**src/rtl/pinport_pkg.sv**
```systemverilog
package pinport_pkg;

    typedef logic [7:0] offs_t;

    // base offsets of the stored registers and the input port
    localparam offs_t OFS_FUNC   = 8'h00;
    localparam offs_t OFS_OUTEN  = 8'h0C;
    localparam offs_t OFS_OUTDAT = 8'h18;
    localparam offs_t OFS_INPUT  = 8'h24;
    localparam offs_t OFS_WAKE   = 8'h4C;
    localparam offs_t OFS_PULL0  = 8'h60;
    localparam offs_t OFS_PULL1  = 8'h64;
    localparam offs_t OFS_ALT_A  = 8'h68;
    localparam offs_t OFS_ALT_B  = 8'h74;
    localparam offs_t OFS_HYST   = 8'hA8;
    localparam offs_t OFS_SLEW   = 8'hAC;
    localparam offs_t OFS_DRV0   = 8'hB0;
    localparam offs_t OFS_DRV1   = 8'hB4;
    localparam offs_t OFS_PSEL   = 8'hB8;

    // distance of the atomic aliases from their base
    localparam offs_t ALIAS_SET = 8'h04;
    localparam offs_t ALIAS_CLR = 8'h08;

    // stored registers first; the aliased ones occupy the lowest ids
    typedef enum logic [3:0] {
        RID_FUNC, RID_OUTEN, RID_OUTDAT, RID_WAKE, RID_ALT_A, RID_ALT_B,
        RID_PULL0, RID_PULL1, RID_HYST, RID_SLEW, RID_DRV0, RID_DRV1, RID_PSEL,
        RID_INPUT, RID_NONE
    } reg_id_e;

    localparam int NUM_STORE   = 13;
    localparam int NUM_ALIASED = 6;

    typedef enum logic [1:0] {OP_NONE, OP_WRITE, OP_SET, OP_CLR} wr_op_e;

    typedef struct packed {
        reg_id_e id;
        wr_op_e  op;
        logic    rd_ok;
    } decode_t;

    function automatic offs_t base_of(input int idx);
        case (idx)
            0:       return OFS_FUNC;
            1:       return OFS_OUTEN;
            2:       return OFS_OUTDAT;
            3:       return OFS_WAKE;
            4:       return OFS_ALT_A;
            5:       return OFS_ALT_B;
            6:       return OFS_PULL0;
            7:       return OFS_PULL1;
            8:       return OFS_HYST;
            9:       return OFS_SLEW;
            10:      return OFS_DRV0;
            11:      return OFS_DRV1;
            12:      return OFS_PSEL;
            default: return 8'hFF;
        endcase
    endfunction

    function automatic decode_t decode_offset(input offs_t a);
        decode_t d;
        d = '{id: RID_NONE, op: OP_NONE, rd_ok: 1'b0};
        for (int i = 0; i < NUM_STORE; i++) begin
            if (a == base_of(i)) begin
                d = '{id: reg_id_e'(i), op: OP_WRITE, rd_ok: 1'b1};
            end else if (i < NUM_ALIASED && a == base_of(i) + ALIAS_SET) begin
                d = '{id: reg_id_e'(i), op: OP_SET, rd_ok: 1'b0};
            end else if (i < NUM_ALIASED && a == base_of(i) + ALIAS_CLR) begin
                d = '{id: reg_id_e'(i), op: OP_CLR, rd_ok: 1'b0};
            end
        end
        if (a == OFS_INPUT) begin
            d = '{id: RID_INPUT, op: OP_NONE, rd_ok: 1'b1};
        end
        return d;
    endfunction

endpackage

```
**src/rtl/pinport_decode.sv**
```systemverilog
module pinport_decode
    import pinport_pkg::*;
#(
    parameter int ADDR_W = 8
) (
    input  logic [ADDR_W-1:0] addr,
    output decode_t           dec
);
    offs_t low;
    logic  hi_zero;

    generate
        if (ADDR_W > 8) begin : g_wide
            assign low     = addr[7:0];
            assign hi_zero = (addr[ADDR_W-1:8] == '0);
        end else begin : g_narrow
            assign low     = 8'(addr);
            assign hi_zero = 1'b1;
        end
    endgenerate

    always_comb begin
        if (hi_zero) dec = decode_offset(low);
        else         dec = '{id: RID_NONE, op: OP_NONE, rd_ok: 1'b0};
    end
endmodule

```
**src/rtl/pinport_reg.sv**
```systemverilog
module pinport_reg
    import pinport_pkg::*;
#(
    parameter int           W       = 32,
    parameter logic [W-1:0] RST_VAL = '0
) (
    input  logic         clk,
    input  logic         rst,
    input  wr_op_e       op,
    input  logic [W-1:0] wdata,
    output logic [W-1:0] q
);
    always_ff @(posedge clk) begin
        if (rst) begin
            q <= RST_VAL;
        end else begin
            case (op)
                OP_WRITE: q <= wdata;
                OP_SET:   q <= q | wdata;
                OP_CLR:   q <= q & ~wdata;
                default:  q <= q;
            endcase
        end
    end
endmodule

```
**src/rtl/pinport_sync.sv**
```systemverilog
module pinport_sync #(
    parameter int W      = 32,
    parameter int STAGES = 2
) (
    input  logic         clk,
    input  logic         rst,
    input  logic [W-1:0] d,
    output logic [W-1:0] q
);
    logic [W-1:0] stage_q [STAGES];

    generate
        for (genvar s = 0; s < STAGES; s++) begin : g_stage
            always_ff @(posedge clk) begin
                if (rst)         stage_q[s] <= '0;
                else if (s == 0) stage_q[s] <= d;
                else             stage_q[s] <= stage_q[(s == 0) ? 0 : s-1];
            end
        end
    endgenerate

    assign q = stage_q[STAGES-1];
endmodule

```
**src/rtl/pinport_ctrl.sv**
```systemverilog
module pinport_ctrl
    import pinport_pkg::*;
#(
    parameter int NPINS       = 32,
    parameter int ADDR_W      = 8,
    parameter int SYNC_STAGES = 2
) (
    input  logic              clk,
    input  logic              rst,
    input  logic [ADDR_W-1:0] addr,
    input  logic              wr_en,
    input  logic [NPINS-1:0]  wr_data,
    output logic [NPINS-1:0]  rd_data,
    input  logic [NPINS-1:0]  pin_in,
    output logic [NPINS-1:0]  pad_out,
    output logic [NPINS-1:0]  pad_oe,
    output logic [NPINS-1:0]  pad_gpio_en,
    output logic [NPINS-1:0]  pad_alt_a,
    output logic [NPINS-1:0]  pad_alt_b,
    output logic [NPINS-1:0]  wake_en
);
    localparam logic [NPINS-1:0] ALL_ONES  = {NPINS{1'b1}};
    localparam logic [NPINS-1:0] ALL_ZEROS = {NPINS{1'b0}};

    decode_t          dec;
    logic [NPINS-1:0] store_q [NUM_STORE];
    logic [NPINS-1:0] pin_sync;

    pinport_decode #(.ADDR_W(ADDR_W)) u_dec (
        .addr (addr),
        .dec  (dec)
    );

    generate
        for (genvar g = 0; g < NUM_STORE; g++) begin : g_store
            wr_op_e op_g;
            assign op_g = (wr_en && dec.id == reg_id_e'(g)) ? dec.op : OP_NONE;
            pinport_reg #(
                .W       (NPINS),
                .RST_VAL ((g == int'(RID_FUNC)) ? ALL_ONES : ALL_ZEROS)
            ) u_reg (
                .clk   (clk),
                .rst   (rst),
                .op    (op_g),
                .wdata (wr_data),
                .q     (store_q[g])
            );
        end
    endgenerate

    pinport_sync #(.W(NPINS), .STAGES(SYNC_STAGES)) u_sync (
        .clk (clk),
        .rst (rst),
        .d   (pin_in),
        .q   (pin_sync)
    );

    // combinational read: aliases, reserved holes and misses return zero
    always_comb begin
        rd_data = '0;
        if (dec.rd_ok) begin
            if (dec.id == RID_INPUT) begin
                rd_data = pin_sync;
            end else begin
                for (int i = 0; i < NUM_STORE; i++) begin
                    if (dec.id == reg_id_e'(i)) rd_data = store_q[i];
                end
            end
        end
    end

    assign pad_gpio_en = store_q[RID_FUNC];
    assign pad_oe      = store_q[RID_OUTEN];
    assign pad_out     = store_q[RID_OUTDAT];
    assign wake_en     = store_q[RID_WAKE];
    assign pad_alt_a   = store_q[RID_ALT_A];
    assign pad_alt_b   = store_q[RID_ALT_B];
endmodule

```
**config.mk**
```make
export PLATFORM = sky130hd
export DESIGN_NAME = pinport_ctrl
export DESIGN_NICKNAME = d
export VERILOG_FILES = /design/src/rtl/pinport_pkg.sv /design/src/rtl/pinport_decode.sv /design/src/rtl/pinport_reg.sv /design/src/rtl/pinport_sync.sv /design/src/rtl/pinport_ctrl.sv
export SDC_FILE = /design/constraint.sdc
export NUM_CORES = 1
export LEC_CHECK = 0
export BUFFER_PORTS_ARGS = -buffer_cell sky130_fd_sc_hd__buf_4
export CAP_MARGIN = 20
export CORE_MARGIN = 2
export CORE_UTILIZATION = 30
export CTS_CLUSTER_SIZE = 16
export DETAILED_ROUTE_END_ITERATION = 6
export HOLD_SLACK_MARGIN = 0.02
export PLACE_DENSITY_LB_ADDON = 0.3
export SLEW_MARGIN = 5
export SYNTH_ARGS = -nofsm -noshare
export SYNTH_HDL_FRONTEND = slang
export SYNTH_SLANG_ARGS = --single-unit
export TNS_END_PERCENT = 100
```
**constraint.sdc**
```tcl
create_clock -name clk -period 2.9 [get_ports clk]
set_input_delay 0.435 -clock clk [delete_from_list [all_inputs] [get_ports clk]]
set_output_delay 0.435 -clock clk [all_outputs]
set_load 0.05 [all_outputs]
```
* Word-level counts from Yosys, hierarchy flattened
Memory sizes are Yosys's and may differ from the RTL's. Cells that the tools add are included.
Storage, ports and cells: register bits after elaboration 416, RAM bits 64, bits of input ports 75, output and inout port bits 224, logic and storage cells 250, memories 1
Cells by class: $add $sub $neg 12, eq/ne operators 77, mux-type cells 90, bitwise operators 29, reduce and logical (&&, ||, !) cells 28
Memories:
- u_sync.stage_q | words 2, width 32, rd ports 2, clocked after memory_dff 0, wr ports 2, RTL line pinport_sync.sv:10 | logic [W-1:0] stage_q [STAGES];
Operators with widths (number):
- $pmux 32 s3 | 13
- $mux 32 | 17
- $and 32x32->32 | 13
- $or 32x32->32 | 13
- $mux 7 | 26
- $mux 8 | 18
- $eq 8x8->1 | 12
- $eq 2x2->1 const B | 26
- $add 8x3->8 const B | 6
- $add 8x4->8 const B | 6
- $eq 8x7->1 const B | 5
- $eq 8x8->1 const B | 5
- $reduce_bool 3->1 | 13
- $not 32->32 | 1
- $eq 2x1->1 const B | 13
- $mux 2 | 13
- $eq 4x4->1 const B | 6
- $eq 4x3->1 const B | 4
- $logic_and 1x1->1 | 13
- $eq 4x2->1 const B | 2
- $eq 8x4->1 const B | 1
- $eq 8x5->1 const B | 1
- $eq 8x6->1 const B | 1
- $logic_not 8->1 | 1
- other kinds (4) | 7

* Logic depth before layout (Yosys ltp)
depth after elaboration 50, mapped depth 11, depth with buffers taken out 6

* Cells and area by module
Synthesis repeated with hierarchy kept, for this count alone.
Unflattened totals: cell total of the unflattened synthesis 3225, area total of the unflattened synthesis 25665.9 µm²
Modules (own cells, without submodules):
- pinport_reg at g_store[10].u_reg ... | times used 12, cells an instance 174, area an instance 1368.8 µm², seq. area each 640.6 µm²
- pinport_ctrl | times used 1, cells an instance 762, area an instance 5158.7 µm², seq. area each 0.0 µm²
- pinport_sync | times used 1, cells an instance 135, area an instance 1918.1 µm², seq. area each 1281.2 µm²
- pinport_reg at g_store[0].u_reg | times used 1, cells an instance 179, area an instance 1755.4 µm², seq. area each 640.6 µm²
- pinport_decode | times used 1, cells an instance 61, area an instance 407.9 µm², seq. area each 0.0 µm²

* Worst setup path before layout
OpenSTA, ideal clock, no wires.
kind input port to output port, start input port addr[1], end output port rd_data[10], arrival 3361 ps, required time 2465 ps, slack -896 ps, cell stages on the path 10, buffers on the path 4, path through buf_2 > or3_1 > clkbuf_1 > nor4b_2 > buf_2 > buf_2 > a21oi_1 > nand2_1 > a221oi_1 > o31ai_1
Between the ends: word-level cells in the longest chain between the ends 43, elaborated cells between the ends (all ways) 81, classes of those cells 38 x eq/ne; 41 x mux; 2 x reduce/logical
RTL lines:
- start: declaration | RTL line pinport_ctrl.sv:10 | input logic [ADDR_W-1:0] addr,
- $eq 8x8->1 | RTL line pinport_pkg.sv:70 | end else if (i < NUM_ALIASED && a == base_of(i) + ALIAS_CLR) begin
- $mux 7 | RTL line pinport_pkg.sv:70
- $mux 7 | RTL line pinport_pkg.sv:68 | end else if (i < NUM_ALIASED && a == base_of(i) + ALIAS_SET) begin
- $mux 7 | RTL line pinport_pkg.sv:66 | if (a == base_of(i)) begin
- $mux 7 | RTL line pinport_pkg.sv:70
- $mux 7 | RTL line pinport_pkg.sv:68
- $mux 7 | RTL line pinport_pkg.sv:66
- $mux 7 | RTL line pinport_pkg.sv:70
- [... 8 more ...]
- $mux 7 | RTL line pinport_pkg.sv:70
- $mux 7 | RTL line pinport_pkg.sv:68
- $mux 7 (8 in series) | RTL line pinport_pkg.sv:66
- $mux 7 * | RTL line pinport_pkg.sv:74 | if (a == OFS_INPUT) begin
- $logic_not 4->1 | RTL line pinport_ctrl.sv:66 | if (dec.id == reg_id_e'(i)) rd_data = store_q[i];
- $mux 32 (13 in series) | RTL line pinport_ctrl.sv:66
- $mux 32 | RTL line pinport_ctrl.sv:62 | if (dec.id == RID_INPUT) begin
- $mux 32 * | RTL line pinport_ctrl.sv:61 | if (dec.rd_ok) begin
- end: declaration | RTL line pinport_ctrl.sv:13 | output logic [NPINS-1:0] rd_data,
Mark *: on every way between the ends. The rest lies on a longest branch, timed or not.

* Worst setup path in the final report
start input port addr[1], end output port rd_data[26]
The elaborated chain is that of the path after synthesis.

==> results.yml <==
setup_path:
  reg2reg_depth: 2
  rrSetupSlack_ns: 1.81
  crit_path_end_kind: "primary output"
  crit_type: "in -> out"
  cp_data_required_time_ns: 2.47
  start_kind: "input pin"
  r2r-start: "g_store[5].u_reg.q[1]"
  cp_max_fo: 6
  worstReg2RegEnd: "g_store[5].u_reg.q[1]"
  worstPathArrival_ns: 2.80
placed_design:
  portBuffers: 298
  detailed_place_hpwl_microns: 78000
  place_ws_ns: -0.632
  dpl_cell_area_sq_um: 26200
  gp_congestion: 0.967
routing:
  vias: 23560
  dr_wl_met3_microns: 9260
  first_pass_iters: 6
  routed.top_layer: "met4"
  wirelength_met1_microns: 40200
  drtIter0Drc: 2913
  drc: 0
  routed_via_density: 5.94
  routedWlPerCell_microns: 27.2
  detail-route-antenna-nets: 0
  routed_wl_microns: 108000
  wl_met2_microns: 50600
layout:
  final_util_pct: 43.5
  layout-drive-gt1-share_pct: 29.0
  final_cell_mix: "nand2_1, buf_4, dfxtp_1, a21oi_1, o21ai_0"
  postLayoutCellArea_sq_um: 29400
  area_delta_synth_final_pct: 43.1
  fin_nets: 3127
sta:
  worst_slack_ns: -0.331
  period_minus_slack_ns: 3.23
  finalCritPeriodShare_pct: 111
  hold_ws_ns: 0.0348
  finalHoldViolCount: 0
  slew_headroom_pct: 18.0
  rsz0062_at_grt: "true"
  finClkSkew_ns: 0.00742
  drv_slew: 0
  fmaxAchievable_mhz: 309
  tightest_slew_ns: 1.22
  finalSetupViolations: 32
floorplan:
  initial_utilization_pct: 30.4
  die_area_sq_um: 70600
  dieHeight_microns: 266
  die_w_microns: 266
  num_rows: 95
  core_area_sq_um: 67500
  ios: 299
synthesis:
  synth_cells: 2590
  synth_edf_count: 0
  async_flop_share_pct: 0
  yosysWarningCount: 0
  netlist_area_sq_um: 20500
  synth.distinct_cells: 76
  synth_area_per_cell_sq_um: 7.93
  yosysSeqAreaShare_pct: 46.8
  synth_fp_nets: 2665
  ys.flop_type: "dfxtp_1"
  synth_seq_cells: 480
clock_network:
  clockBufferDepth: 3
  clk_latency_ns: 0.61
  htreeDepth: 2
  cts.sinks: 480
  cts-root-buf: "clkbuf_16"
  tritoncts: "yes"
  cts_buffers: 54
  clkTransAtPathRegs_ns: 0.05
global_route:
  antenna_found_initial: 2
  grt_use_total_pct: 29.4
  grt_overflow: 0
  grt_pass1_vias: 22702
  grt_max_degree: 150
  grt_pass1_wl_microns: 154000
power_and_ir_drop:
  ir_drop_uv: 392
  p_seq_share_pct: 45.6
  pwr_density_cell_nw_per_um2: 497
  power_uw: 14600
  power_frac_comb_pct: 7.5
  power_frac_clock_pct: 46.9
  cellLeakagePower_uw: 0.0109
  internal_power_uw: 11000
  p_switching_uw: 3610
  swShare_pct: 24.7
outcome:
  violations: "negative setup slack"
  outcome: "complete, but fails checks"
hold_path:
  hp-start: "pin_in[3]"
  worstHoldPathType: "in -> reg"
  hold_end: "u_sync.stage_q[0][3]"
  hold_depth: 2
job:
  maxCapViolCount: 0
logic make-up after synthesis:
kind of cell | after synthesis | synth area share, %
AOI/OAI and AO/OA | 950 | 28.2
buffers and inverters | 267 | 5.28
muxes | 9 | 0.463
and+or+nand+nor | 883 | 19.2
xor gates and xnor gates | 1 | 0.0426
DFF | 480 | 46.8
worst max-delay path by stage:
stage	startpoint	endpoint	slack [ns]	depth (start not counted)
2_1_floorplan	addr[2]	rd_data[11]	-0.42	8
3_3_place_gp	addr[5]	rd_data[14]	-0.70	12
3_5_place_dp	addr[5]	rd_data[14]	-0.63	12
4_1_cts	addr[1]	rd_data[30]	-0.32	13
5_1_grt	addr[7]	rd_data[26]	-0.38	11
6_report	addr[1]	rd_data[26]	-0.33	9
layer usage:
metal	vias to the layer above	track usage, %
met5	-	0
met4	0	18.3
met3	392	4.57
met2	1478	48.7
met1	11427	35.8
li1	10263	-
critical path, cell delays in order:
cell and delay (ns):
buf_8 0.10, or4b_4 0.65, a211oi_4 0.23, or3_4 0.19, buf_12 0.13, a221oi_4 0.03
or4_4 0.58, a31oi_4 0.24, buf_6 0.19
per-stage QoR:
step / TNS, ns / cells
floorplan: -5.94 / 2590
global placement: -19.32 / 3825
detailed placement: -15.37 / 3825
CTS: -6.82 / 3953
global route: -7.10 / 3967
finish: -5.58 / 3967
synthesized netlist by cell type (12+ instances only):
| cell type | count | area share (%) |
|---|---|---|
| a221oi_1 | 39 | 1.7 |
| dfxtp_1 | 480 | 47 |
| nor3_1 | 50 | 1.2 |
| o311ai_0 | 25 | 1.1 |
| buf_2 | 39 | 0.95 |
| a22oi_1 | 74 | 2.7 |
| nand3_1 | 97 | 2.4 |
| nor2b_1 | 68 | 2.1 |
| nor2_1 | 49 | 0.90 |
| o22ai_1 | 113 | 3.4 |
| o211ai_1 | 22 | 0.80 |
| a21oi_1 | 338 | 8.2 |
| o21ai_0 | 219 | 5.3 |
| nand2_1 | 546 | 10 |
| a21o_1 | 15 | 0.55 |
| a22o_1 | 17 | 0.72 |
| clkbuf_1 | 208 | 3.8 |
| o31ai_1 | 12 | 0.44 |
power groups by stage:
| stage | combinational [uW] | clock, uW | sequential [uW] |
|---|---|---|---|
| 2_1_floorplan | 461 | 0 | 6810 |
| 3_3_place_gp | 965 | 0 | 6810 |
| 3_5_place_dp | 971 | 0 | 6810 |
| 4_1_cts | 1040 | 6900 | 6670 |
| 5_1_grt | 1120 | 7180 | 6670 |
| 6_report | 1090 | 6850 | 6660 |
registers in the layout, indices dropped and copies added (netlist names):
register         flops
u_sync.stage_q      64
g_store.u_reg.q    416
what timing repair did:
action,CTS,global route
buffers inserted,28,22
pin swaps,74,62
resized for setup,158,76
setup endpoints to repair,32,32
hold endpoints to repair,3,0
hold buffers,3,0
cloned,4,0
cell type report:
cell class                      count  area (sq um)
Clock inverter                     19           189
Timing Repair Buffer              669          6050
Multi-Input combinational cell   1843         10900
Sequential cell                   480          9610
Tap cell                          873          1090
Fill cell                        6705         38100
Antenna cell                        1          2.50
Inverter                            4          15.0
Clock buffer                       78          1550
No activity file was read; power rests on OpenSTA's default activity.
